`src/rtl/jdp_pkg.sv`:
```
package jdp_pkg;

  typedef enum logic [3:0] {
    TS_RESET, TS_IDLE,
    TS_SEL_DR, TS_CAP_DR, TS_SHF_DR, TS_EX1_DR, TS_PAU_DR, TS_EX2_DR, TS_UPD_DR,
    TS_SEL_IR, TS_CAP_IR, TS_SHF_IR, TS_EX1_IR, TS_PAU_IR, TS_EX2_IR, TS_UPD_IR
  } tap_state_t;

  typedef enum logic [1:0] {DR_BYP, DR_ID, DR_ACC} dr_kind_t;

  localparam int IR_W   = 4;
  localparam int HDR_W  = 3;
  localparam int WORD_W = 32;
  localparam int ACC_W  = HDR_W + WORD_W;

  localparam logic [IR_W-1:0] IR_ABORT  = 4'h8;
  localparam logic [IR_W-1:0] IR_DPACC  = 4'hA;
  localparam logic [IR_W-1:0] IR_APACC  = 4'hB;
  localparam logic [IR_W-1:0] IR_IDCODE = 4'hE;
  localparam logic [IR_W-1:0] IR_CAPVAL = 4'b0001;

  localparam logic [HDR_W-1:0] ACK_OK   = 3'b010;
  localparam logic [HDR_W-1:0] ACK_WAIT = 3'b001;

endpackage

```
`src/rtl/jdp_tap.sv`:
```
module jdp_tap
  import jdp_pkg::*;
(
  input  logic            clk,
  input  logic            rst,
  input  logic            tms,
  input  logic            tdi,
  output tap_state_t      state,
  output logic [IR_W-1:0] ir,
  output logic            ir_tdo
);

  tap_state_t      nxt;
  logic [IR_W-1:0] ir_sr;

  always_comb begin
    case (state)
      TS_RESET:  nxt = tms ? TS_RESET  : TS_IDLE;
      TS_IDLE:   nxt = tms ? TS_SEL_DR : TS_IDLE;
      TS_SEL_DR: nxt = tms ? TS_SEL_IR : TS_CAP_DR;
      TS_CAP_DR: nxt = tms ? TS_EX1_DR : TS_SHF_DR;
      TS_SHF_DR: nxt = tms ? TS_EX1_DR : TS_SHF_DR;
      TS_EX1_DR: nxt = tms ? TS_UPD_DR : TS_PAU_DR;
      TS_PAU_DR: nxt = tms ? TS_EX2_DR : TS_PAU_DR;
      TS_EX2_DR: nxt = tms ? TS_UPD_DR : TS_SHF_DR;
      TS_UPD_DR: nxt = tms ? TS_SEL_DR : TS_IDLE;
      TS_SEL_IR: nxt = tms ? TS_RESET  : TS_CAP_IR;
      TS_CAP_IR: nxt = tms ? TS_EX1_IR : TS_SHF_IR;
      TS_SHF_IR: nxt = tms ? TS_EX1_IR : TS_SHF_IR;
      TS_EX1_IR: nxt = tms ? TS_UPD_IR : TS_PAU_IR;
      TS_PAU_IR: nxt = tms ? TS_EX2_IR : TS_PAU_IR;
      TS_EX2_IR: nxt = tms ? TS_UPD_IR : TS_SHF_IR;
      default:   nxt = tms ? TS_SEL_DR : TS_IDLE;
    endcase
  end

  always_ff @(posedge clk) begin
    if (rst) begin
      state <= TS_RESET;
      ir    <= IR_IDCODE;
      ir_sr <= '0;
    end else begin
      state <= nxt;
      case (state)
        TS_RESET:  ir    <= IR_IDCODE;
        TS_CAP_IR: ir_sr <= IR_CAPVAL;
        TS_SHF_IR: ir_sr <= {tdi, ir_sr[IR_W-1:1]};
        TS_UPD_IR: ir    <= ir_sr;
        default: ;
      endcase
    end
  end

  assign ir_tdo = ir_sr[0];

endmodule

```
`src/rtl/jdp_shift.sv`:
```
module jdp_shift
  import jdp_pkg::*;
#(
  parameter int W    = 35,
  parameter int ID_W = 32
) (
  input  logic         clk,
  input  logic         rst,
  input  logic         cap,
  input  logic         shf,
  input  dr_kind_t     kind,
  input  logic [W-1:0] cap_val,
  input  logic         tdi,
  output logic [W-1:0] sr
);

  logic [W-1:0] sh_next;

  always_comb begin
    sh_next = '0;
    case (kind)
      DR_ACC:  sh_next = {tdi, sr[W-1:1]};
      DR_ID:   sh_next[ID_W-1:0] = {tdi, sr[ID_W-1:1]};
      default: sh_next[0] = tdi;
    endcase
  end

  always_ff @(posedge clk) begin
    if (rst)      sr <= '0;
    else if (cap) sr <= cap_val;
    else if (shf) sr <= sh_next;
  end

endmodule

```
`src/rtl/jdp_ap.sv`:
```
module jdp_ap #(
  parameter int AW  = 6,
  parameter int DW  = 32,
  parameter int LAT = 4
) (
  input  logic          clk,
  input  logic          rst,
  input  logic          start,
  input  logic          we,
  input  logic [AW-1:0] idx,
  input  logic [DW-1:0] wdata,
  input  logic          abort,
  output logic          busy,
  output logic          done,
  output logic [DW-1:0] rdata
);

  localparam int DEPTH = 1 << AW;
  localparam int CW    = $clog2(LAT + 1);

  logic [DW-1:0] mem [DEPTH];
  logic [CW-1:0] cnt;
  logic          rd_q;

  // storage port without reset so it maps onto block RAM
  always_ff @(posedge clk) begin
    if (start) begin
      if (we) mem[idx] <= wdata;
      else    rdata    <= mem[idx];
    end
  end

  always_ff @(posedge clk) begin
    if (rst) begin
      cnt  <= '0;
      rd_q <= 1'b0;
    end else if (abort) begin
      cnt  <= '0;
    end else if (start) begin
      cnt  <= CW'(LAT);
      rd_q <= !we;
    end else if (cnt != '0) begin
      cnt  <= cnt - CW'(1);
    end
  end

  assign busy = (cnt != '0);
  assign done = (cnt == CW'(1)) && rd_q && !abort && !start;

endmodule

```
`src/rtl/jdp_port.sv`:
```
module jdp_port
  import jdp_pkg::*;
#(
  parameter logic [31:0] IDCODE_VAL = 32'h4C6B_2A11,
  parameter int          AP_AW      = 6,
  parameter int          AP_LAT     = 4
) (
  input  logic       clk,
  input  logic       rst,
  input  logic       tms,
  input  logic       tdi,
  input  logic [3:0] pwr_ack,
  output logic       tdo
);

  localparam int IDX_FULL = 6;

  tap_state_t         tap_state;
  logic [IR_W-1:0]    ir_q;
  logic               ir_tdo;
  dr_kind_t           kind;
  logic [ACC_W-1:0]   dr_sr;
  logic [ACC_W-1:0]   cap_val;
  logic [WORD_W-1:0]  post_q;
  logic               ap_busy, ap_done;
  logic [WORD_W-1:0]  ap_rdata;
  logic               wait_q;
  logic               oren_q, orun_q, err_q;
  logic [3:0]         bank_q;
  logic [7:0]         apn_q;

  jdp_tap u_tap (
    .clk(clk), .rst(rst), .tms(tms), .tdi(tdi),
    .state(tap_state), .ir(ir_q), .ir_tdo(ir_tdo)
  );

  always_comb begin
    case (ir_q)
      IR_IDCODE:                    kind = DR_ID;
      IR_ABORT, IR_DPACC, IR_APACC: kind = DR_ACC;
      default:                      kind = DR_BYP;
    endcase
  end

  always_comb begin
    cap_val = '0;
    case (kind)
      DR_ID:   cap_val[WORD_W-1:0] = IDCODE_VAL;
      DR_ACC:  cap_val = {post_q, ap_busy ? ACK_WAIT : ACK_OK};
      default: ;
    endcase
  end

  jdp_shift #(.W(ACC_W), .ID_W(WORD_W)) u_dr (
    .clk(clk), .rst(rst),
    .cap(tap_state == TS_CAP_DR), .shf(tap_state == TS_SHF_DR),
    .kind(kind), .cap_val(cap_val), .tdi(tdi), .sr(dr_sr)
  );

  // request fields as they stand at Update-DR
  logic              upd, rnw, is_dp, is_ap, is_ab, sticky;
  logic              acc_ok, ap_go, ap_miss, abort_go;
  logic [1:0]        reg_a;
  logic [WORD_W-1:0] wd;
  logic [IDX_FULL-1:0] idx_full;
  logic [AP_AW-1:0]  ap_idx;
  logic [WORD_W-1:0] ctrl_rd, sel_rd;

  assign upd      = (tap_state == TS_UPD_DR) && (kind == DR_ACC);
  assign rnw      = dr_sr[0];
  assign reg_a    = dr_sr[2:1];
  assign wd       = dr_sr[ACC_W-1:HDR_W];
  assign is_dp    = (ir_q == IR_DPACC);
  assign is_ap    = (ir_q == IR_APACC);
  assign is_ab    = (ir_q == IR_ABORT);
  assign sticky   = orun_q || err_q;
  assign acc_ok   = upd && (is_dp || is_ap) && !wait_q;
  assign ap_go    = acc_ok && is_ap && !sticky && (apn_q == 8'd0);
  assign ap_miss  = acc_ok && is_ap && !sticky && (apn_q != 8'd0);
  assign abort_go = upd && is_ab && (wd == 32'd1);
  assign idx_full = {bank_q, reg_a};
  assign ap_idx   = idx_full[AP_AW-1:0];
  assign ctrl_rd  = {pwr_ack, 22'd0, err_q, 3'd0, orun_q, oren_q};
  assign sel_rd   = {apn_q, 16'd0, bank_q, 4'd0};

  jdp_ap #(.AW(AP_AW), .DW(WORD_W), .LAT(AP_LAT)) u_ap (
    .clk(clk), .rst(rst), .start(ap_go), .we(!rnw), .idx(ap_idx),
    .wdata(wd), .abort(abort_go), .busy(ap_busy), .done(ap_done),
    .rdata(ap_rdata)
  );

  always_ff @(posedge clk) begin
    if (rst) wait_q <= 1'b0;
    else if (tap_state == TS_CAP_DR) wait_q <= ap_busy;
  end

  always_ff @(posedge clk) begin
    if (rst || tap_state == TS_RESET) begin
      oren_q <= 1'b0;
      orun_q <= 1'b0;
      err_q  <= 1'b0;
      bank_q <= '0;
      apn_q  <= '0;
    end else begin
      if (upd && (is_dp || is_ap) && wait_q && oren_q) orun_q <= 1'b1;
      if (acc_ok && is_dp && !rnw) begin
        case (reg_a)
          2'd1: begin
            oren_q <= wd[0];
            if (wd[1]) orun_q <= 1'b0;
            if (wd[5]) err_q  <= 1'b0;
          end
          2'd2: begin
            bank_q <= wd[7:4];
            apn_q  <= wd[31:24];
          end
          default: ;
        endcase
      end
      if (ap_miss) err_q <= 1'b1;
    end
  end

  always_ff @(posedge clk) begin
    if (rst) begin
      post_q <= '0;
    end else begin
      if (ap_done) post_q <= ap_rdata;
      if (acc_ok && is_dp && rnw) begin
        case (reg_a)
          2'd0:    post_q <= '0;
          2'd1:    post_q <= ctrl_rd;
          2'd2:    post_q <= sel_rd;
          default: ;
        endcase
      end
      if (ap_miss && rnw) post_q <= '0;
    end
  end

  always_comb begin
    if (tap_state == TS_SHF_IR)      tdo = ir_tdo;
    else if (tap_state == TS_SHF_DR) tdo = dr_sr[0];
    else                             tdo = 1'b0;
  end

endmodule

```
`config.mk`:
```
export PLATFORM = sky130hd
export DESIGN_NAME = jdp_port
export DESIGN_NICKNAME = d
export VERILOG_FILES = /design/src/rtl/jdp_pkg.sv /design/src/rtl/jdp_tap.sv /design/src/rtl/jdp_shift.sv /design/src/rtl/jdp_ap.sv /design/src/rtl/jdp_port.sv
export SDC_FILE = /design/constraint.sdc
export NUM_CORES = 2
export LEC_CHECK = 0
export ABC_CLOCK_PERIOD_IN_PS = 5400
export BUFFER_PORTS_ARGS = -buffer_cell sky130_fd_sc_hd__buf_4
export CAP_MARGIN = 30
export CORE_MARGIN = 5
export CORE_UTILIZATION = 30
export CTS_CLUSTER_SIZE = 12
export DETAILED_ROUTE_END_ITERATION = 8
export PLACE_DENSITY_LB_ADDON = 0.05
export SLEW_MARGIN = 20
export SYNTH_ARGS = -nofsm -noshare
export SYNTH_HDL_FRONTEND = slang
export SYNTH_SLANG_ARGS = --single-unit
```
`constraint.sdc`:
```
create_clock -name clk -period 5.4 [get_ports clk]
set_clock_uncertainty 0.1 [all_clocks]
set_input_delay 0.81 -clock clk [delete_from_list [all_inputs] [get_ports clk]]
set_output_delay 0.81 -clock clk [all_outputs]
set_load 0.02 [all_outputs]
```
==> flow_summary.ini <==
[logic_synthesis]
synth_top_cells_by_area = edfxtp_1, mux4_2, mux2i_1
netlist_instances = 4567
synth-main-ff-cell = edfxtp_1
yosysTopAreaCell = edfxtp_1
synth_nets = 4580
yosysUniqueCellTypes = 72
synth_edf_count = 2080
synthArstFlopShare = 0
yosys_warnings = 0
postSynthAreaPerCell_um2 = 18.5
ys_seq_elements = 2179
ys_seq_area_frac = 0.765
syn_area_um2 = 84300
yosysTopAreaCellShare = 0.741

[setup_path]
cp_top_family = simple AND/OR/NAND/NOR gates
worst_ep_arrival_time_ns = 5.26
crit_path_start_kind = register
crit_top_cell = buf_4
crit_path_cell_trace = nand2b_1 > and3b_1 > ha_1 > buf_4 > and4b_1 > nand3_1 > nor3_1 > buf_4 > nand3_1 > buf_4 > nor2_4 > buf_4
cp_num_buf_inv = 4
crit_path_top_delay_cell = nor3_1
path_max_fanout = 32
end_kind = register
worstSetupPathType = reg -> reg
worstPathRequired_ns = 5.80
critPathMaxStageDelay_ns = 0.72

[power]
p_seq_frac = 0.519
internal-power_mw = 28.2
combPwrFrac = 0.014
pwr-share-clk = 0.467
p_sw_frac = 0.213
powerDensity_nw_per_um2 = 359
p_leak_nw = 30.8
p_switching_mw = 7.61
max-vdd-ir-drop_uv = 216

[cells_and_area]
n_fill_cell = 26300
area_delta_synth_final_pct = 18.2
final_layout_size_suffix_gt1_frac = 0.233
nets = 4899
seq_area_um2 = 64500
multi_input_area_um2 = 18900

[timing]
maxSlewViolCount = 0
fin_crit_sh = 0.901
fin_crit_ns = 4.87
fin_tns_setup_ns = 0
fmax_mhz = 205
slew_headroom = 0.252
max_slew.worst_pin.slew_ns = 1.11
setup-violations-final = 0
holdWs_ns = 0.149
rsz0062_at_grt = false
hold_violations = 0

[routing]
via_per_inst = 5.39
wl_per_cell_um = 39.1
drc = 0
drt_iter0_markers = 5580
ant_nets = 0
route.vias.total = 47600
firstDrtPassIters = 6
routed_wl_um = 344000

[grt]
grt_pass1_wl_um = 457000
grt_start_max_net_pins = 69
grt_util_all_layers = 0.231
grt.overflow.total = 0
grt_pass1_vias = 46700
grt_antenna_before_repair = 49

[clock_tree]
clock-root-buffer = clkbuf_16
h-tree-depth = 5
cts_resized = 0
cts.sink_count = 2179
post-cts-setup-buffers = 0
clk_latency_ns = 0.89
hold_buffers = 0
cts_tree = built
cts_buffers = 263
cts_buffer_depth = 4
clk_pin_slew_ns = 0.06

[floorplan]
initial_core_util = 0.301
chipHeight_um = 540
die_w_um = 540
dieArea_um2 = 292000
core_um2 = 280000
io_pins = 9
num_rows = 194

[placement]
dp_hpwl_um = 216000
portBuffers = 8
place_congestion = 0.862

[min_path]
min_path_type = in -> reg

[status]
status = completed

[run]
cap_violations = 0
[cell usage after synthesis (15+ instances only)]
cell type	n
mux2_2	110
mux2i_1	302
nand2_1	147
buf_4	39
nor2b_1	16
a21oi_1	176
buf_6	18
o22a_1	20
clkbuf_1	124
a211oi_1	27
a22oi_1	107
a221o_1	40
buf_2	94
o221ai_1	15
nor3_1	40
o22ai_1	45
a22o_1	32
nor2_1	215
mux4_2	242
a221oi_1	122
nand2b_1	18
or3_1	20
buf_1	24
o21ai_0	153
a31oi_1	18
dfxtp_1	99
edfxtp_1	2080
and3_1	15
nand3_1	48
[cell usage in the layout, fill, tap and decap left out, types with 15 or more instances in the layout]
| cell | synthesis | routed |
|---|---|---|
| nor2_4 | 0 | 68 |
| a22o_1 | 32 | 32 |
| clkinv_2 | 0 | 26 |
| buf_12 | 0 | 52 |
| o21ai_0 | 153 | 152 |
| o221ai_1 | 15 | 15 |
| clkinv_1 | 1 | 50 |
| nor3_1 | 40 | 36 |
| a221o_1 | 40 | 40 |
| or3_1 | 20 | 19 |
| mux2i_1 | 302 | 301 |
| a22oi_1 | 107 | 107 |
| nand2_1 | 147 | 146 |
| o22ai_1 | 45 | 45 |
| a21oi_1 | 176 | 175 |
| nor2_1 | 215 | 145 |
| a211oi_1 | 27 | 25 |
| diode_2 | 0 | 19 |
| a221oi_1 | 122 | 121 |
| mux2_2 | 110 | 110 |
| o22a_1 | 20 | 20 |
| edfxtp_1 | 2080 | 2080 |
| buf_4 | 39 | 285 |
| mux4_2 | 242 | 242 |
| dfxtp_1 | 99 | 62 |
| dfxtp_4 | 0 | 23 |
| clkbuf_16 | 0 | 268 |
| nand2b_1 | 18 | 17 |
| clkbuf_1 | 124 | 80 |
| a31oi_1 | 18 | 18 |
| nand3_1 | 48 | 46 |
[cell families (layout without fill, tap and decap cells)]
family                   count (synthesis)  in the layout  share of synthesized area
buffers and inverters                  315            826                     0.0188
multiplexers                           654            654                      0.115
flip-flops                            2179           2179                      0.765
adder cells (fa/ha/maj)                  5              5                   0.000742
XOR/XNOR                                 2              2                   0.000208
AND/OR/NAND/NOR                        586            586                     0.0323
other                                    0             19                          0
AO/OA/AOI/OAI                          826            826                     0.0679
[state kept, by name (all words and copies together) (netlist names)]
| signal | count |
|---|---|
| oren_q | 1 |
| u_tap.state | 4 |
| u_ap.cnt | 3 |
| err_q | 1 |
| u_dr.sr | 35 |
| u_ap.rd_q | 1 |
| u_ap.rdata | 32 |
| u_tap.ir | 4 |
| bank_q | 4 |
| orun_q | 1 |
| post_q | 32 |
| apn_q | 8 |
| u_tap.ir_sr | 4 |
| wait_q | 1 |
| u_ap.mem | 2048 |
[layer usage]
| layer | global-route usage | part of all wire |
|---|---|---|
| met3 | 0.0360 | 0.058 |
| met2 | 0.371 | 0.47 |
| met1 | 0.324 | 0.44 |
| met5 | 0 | 0.000067 |
| met4 | 0.0693 | 0.033 |
[power groups by stage]
stage                     clock [mW]  sequential (mW)  combinational [mW]
after floorplan                    0             18.9               0.149
after global placement             0             19.0               0.434
after detailed placement           0             18.9               0.495
after CTS                       17.1             18.6               0.495
after global routing            17.8             18.6               0.536
final                           16.7             18.6               0.503
[worst register-to-register path, stage by stage, from the launching register on]
cell      delay [ns]
dfxtp_1         0.41
nand2b_1        0.12
and3b_1         0.18
ha_1            0.16
buf_4           0.25
and4b_1         0.31
nand3_1         0.16
nor3_1          0.72
buf_4           0.31
nand3_1         0.58
buf_4           0.44
nor2_4          0.09
buf_4           0.56
[final cells by class]
| type | instances | area share |
|---|---|---|
| sequential | 2179 | 0.648 |
| inverter | 16 | 0.000691 |
| clock inverter | 106 | 0.00840 |
| clock buffer | 351 | 0.0708 |
| multi-input combinational | 2073 | 0.190 |
| timing repair buffer | 353 | 0.0351 |
| tap | 3724 | 0.0468 |
| antenna | 19 | 0.000477 |
[final timing paths]
kind / to / slack (ns) / cells past startpoint / start
worst max register to register: u_ap.mem[28][5]$_DFFE_PP_ / 0.53 / 12 / u_tap.ir[1]$_SDFFE_PP1P_
worst max-delay path: u_ap.mem[28][5]$_DFFE_PP_ / 0.53 / 12 / u_tap.ir[1]$_SDFFE_PP1P_
worst min-delay path: u_tap.ir_sr[3]$_SDFFE_PP0P_ / 0.15 / 3 / tdi
worst min register to register: u_dr.sr[9]$_SDFFE_PP0N_ / 0.36 / 2 / u_dr.sr[9]$_SDFFE_PP0N_
[stage by stage]
stage          std cells  total power, mW  area (um2)  setup WS, ns   util
6_report            8821             35.8       99600         0.533  0.356
5_1_grt             8808             36.9       99600         0.384  0.356
4_1_cts             8795             36.2       99400         0.475  0.356
3_5_place_dp        8338             19.4       91500         0.528  0.327
3_3_place_gp        8319             19.4       91200         0.454  0.326
2_1_floorplan       4567             19.1       84300          1.46      -
Note: power is estimated with default switching activity, not from simulation.
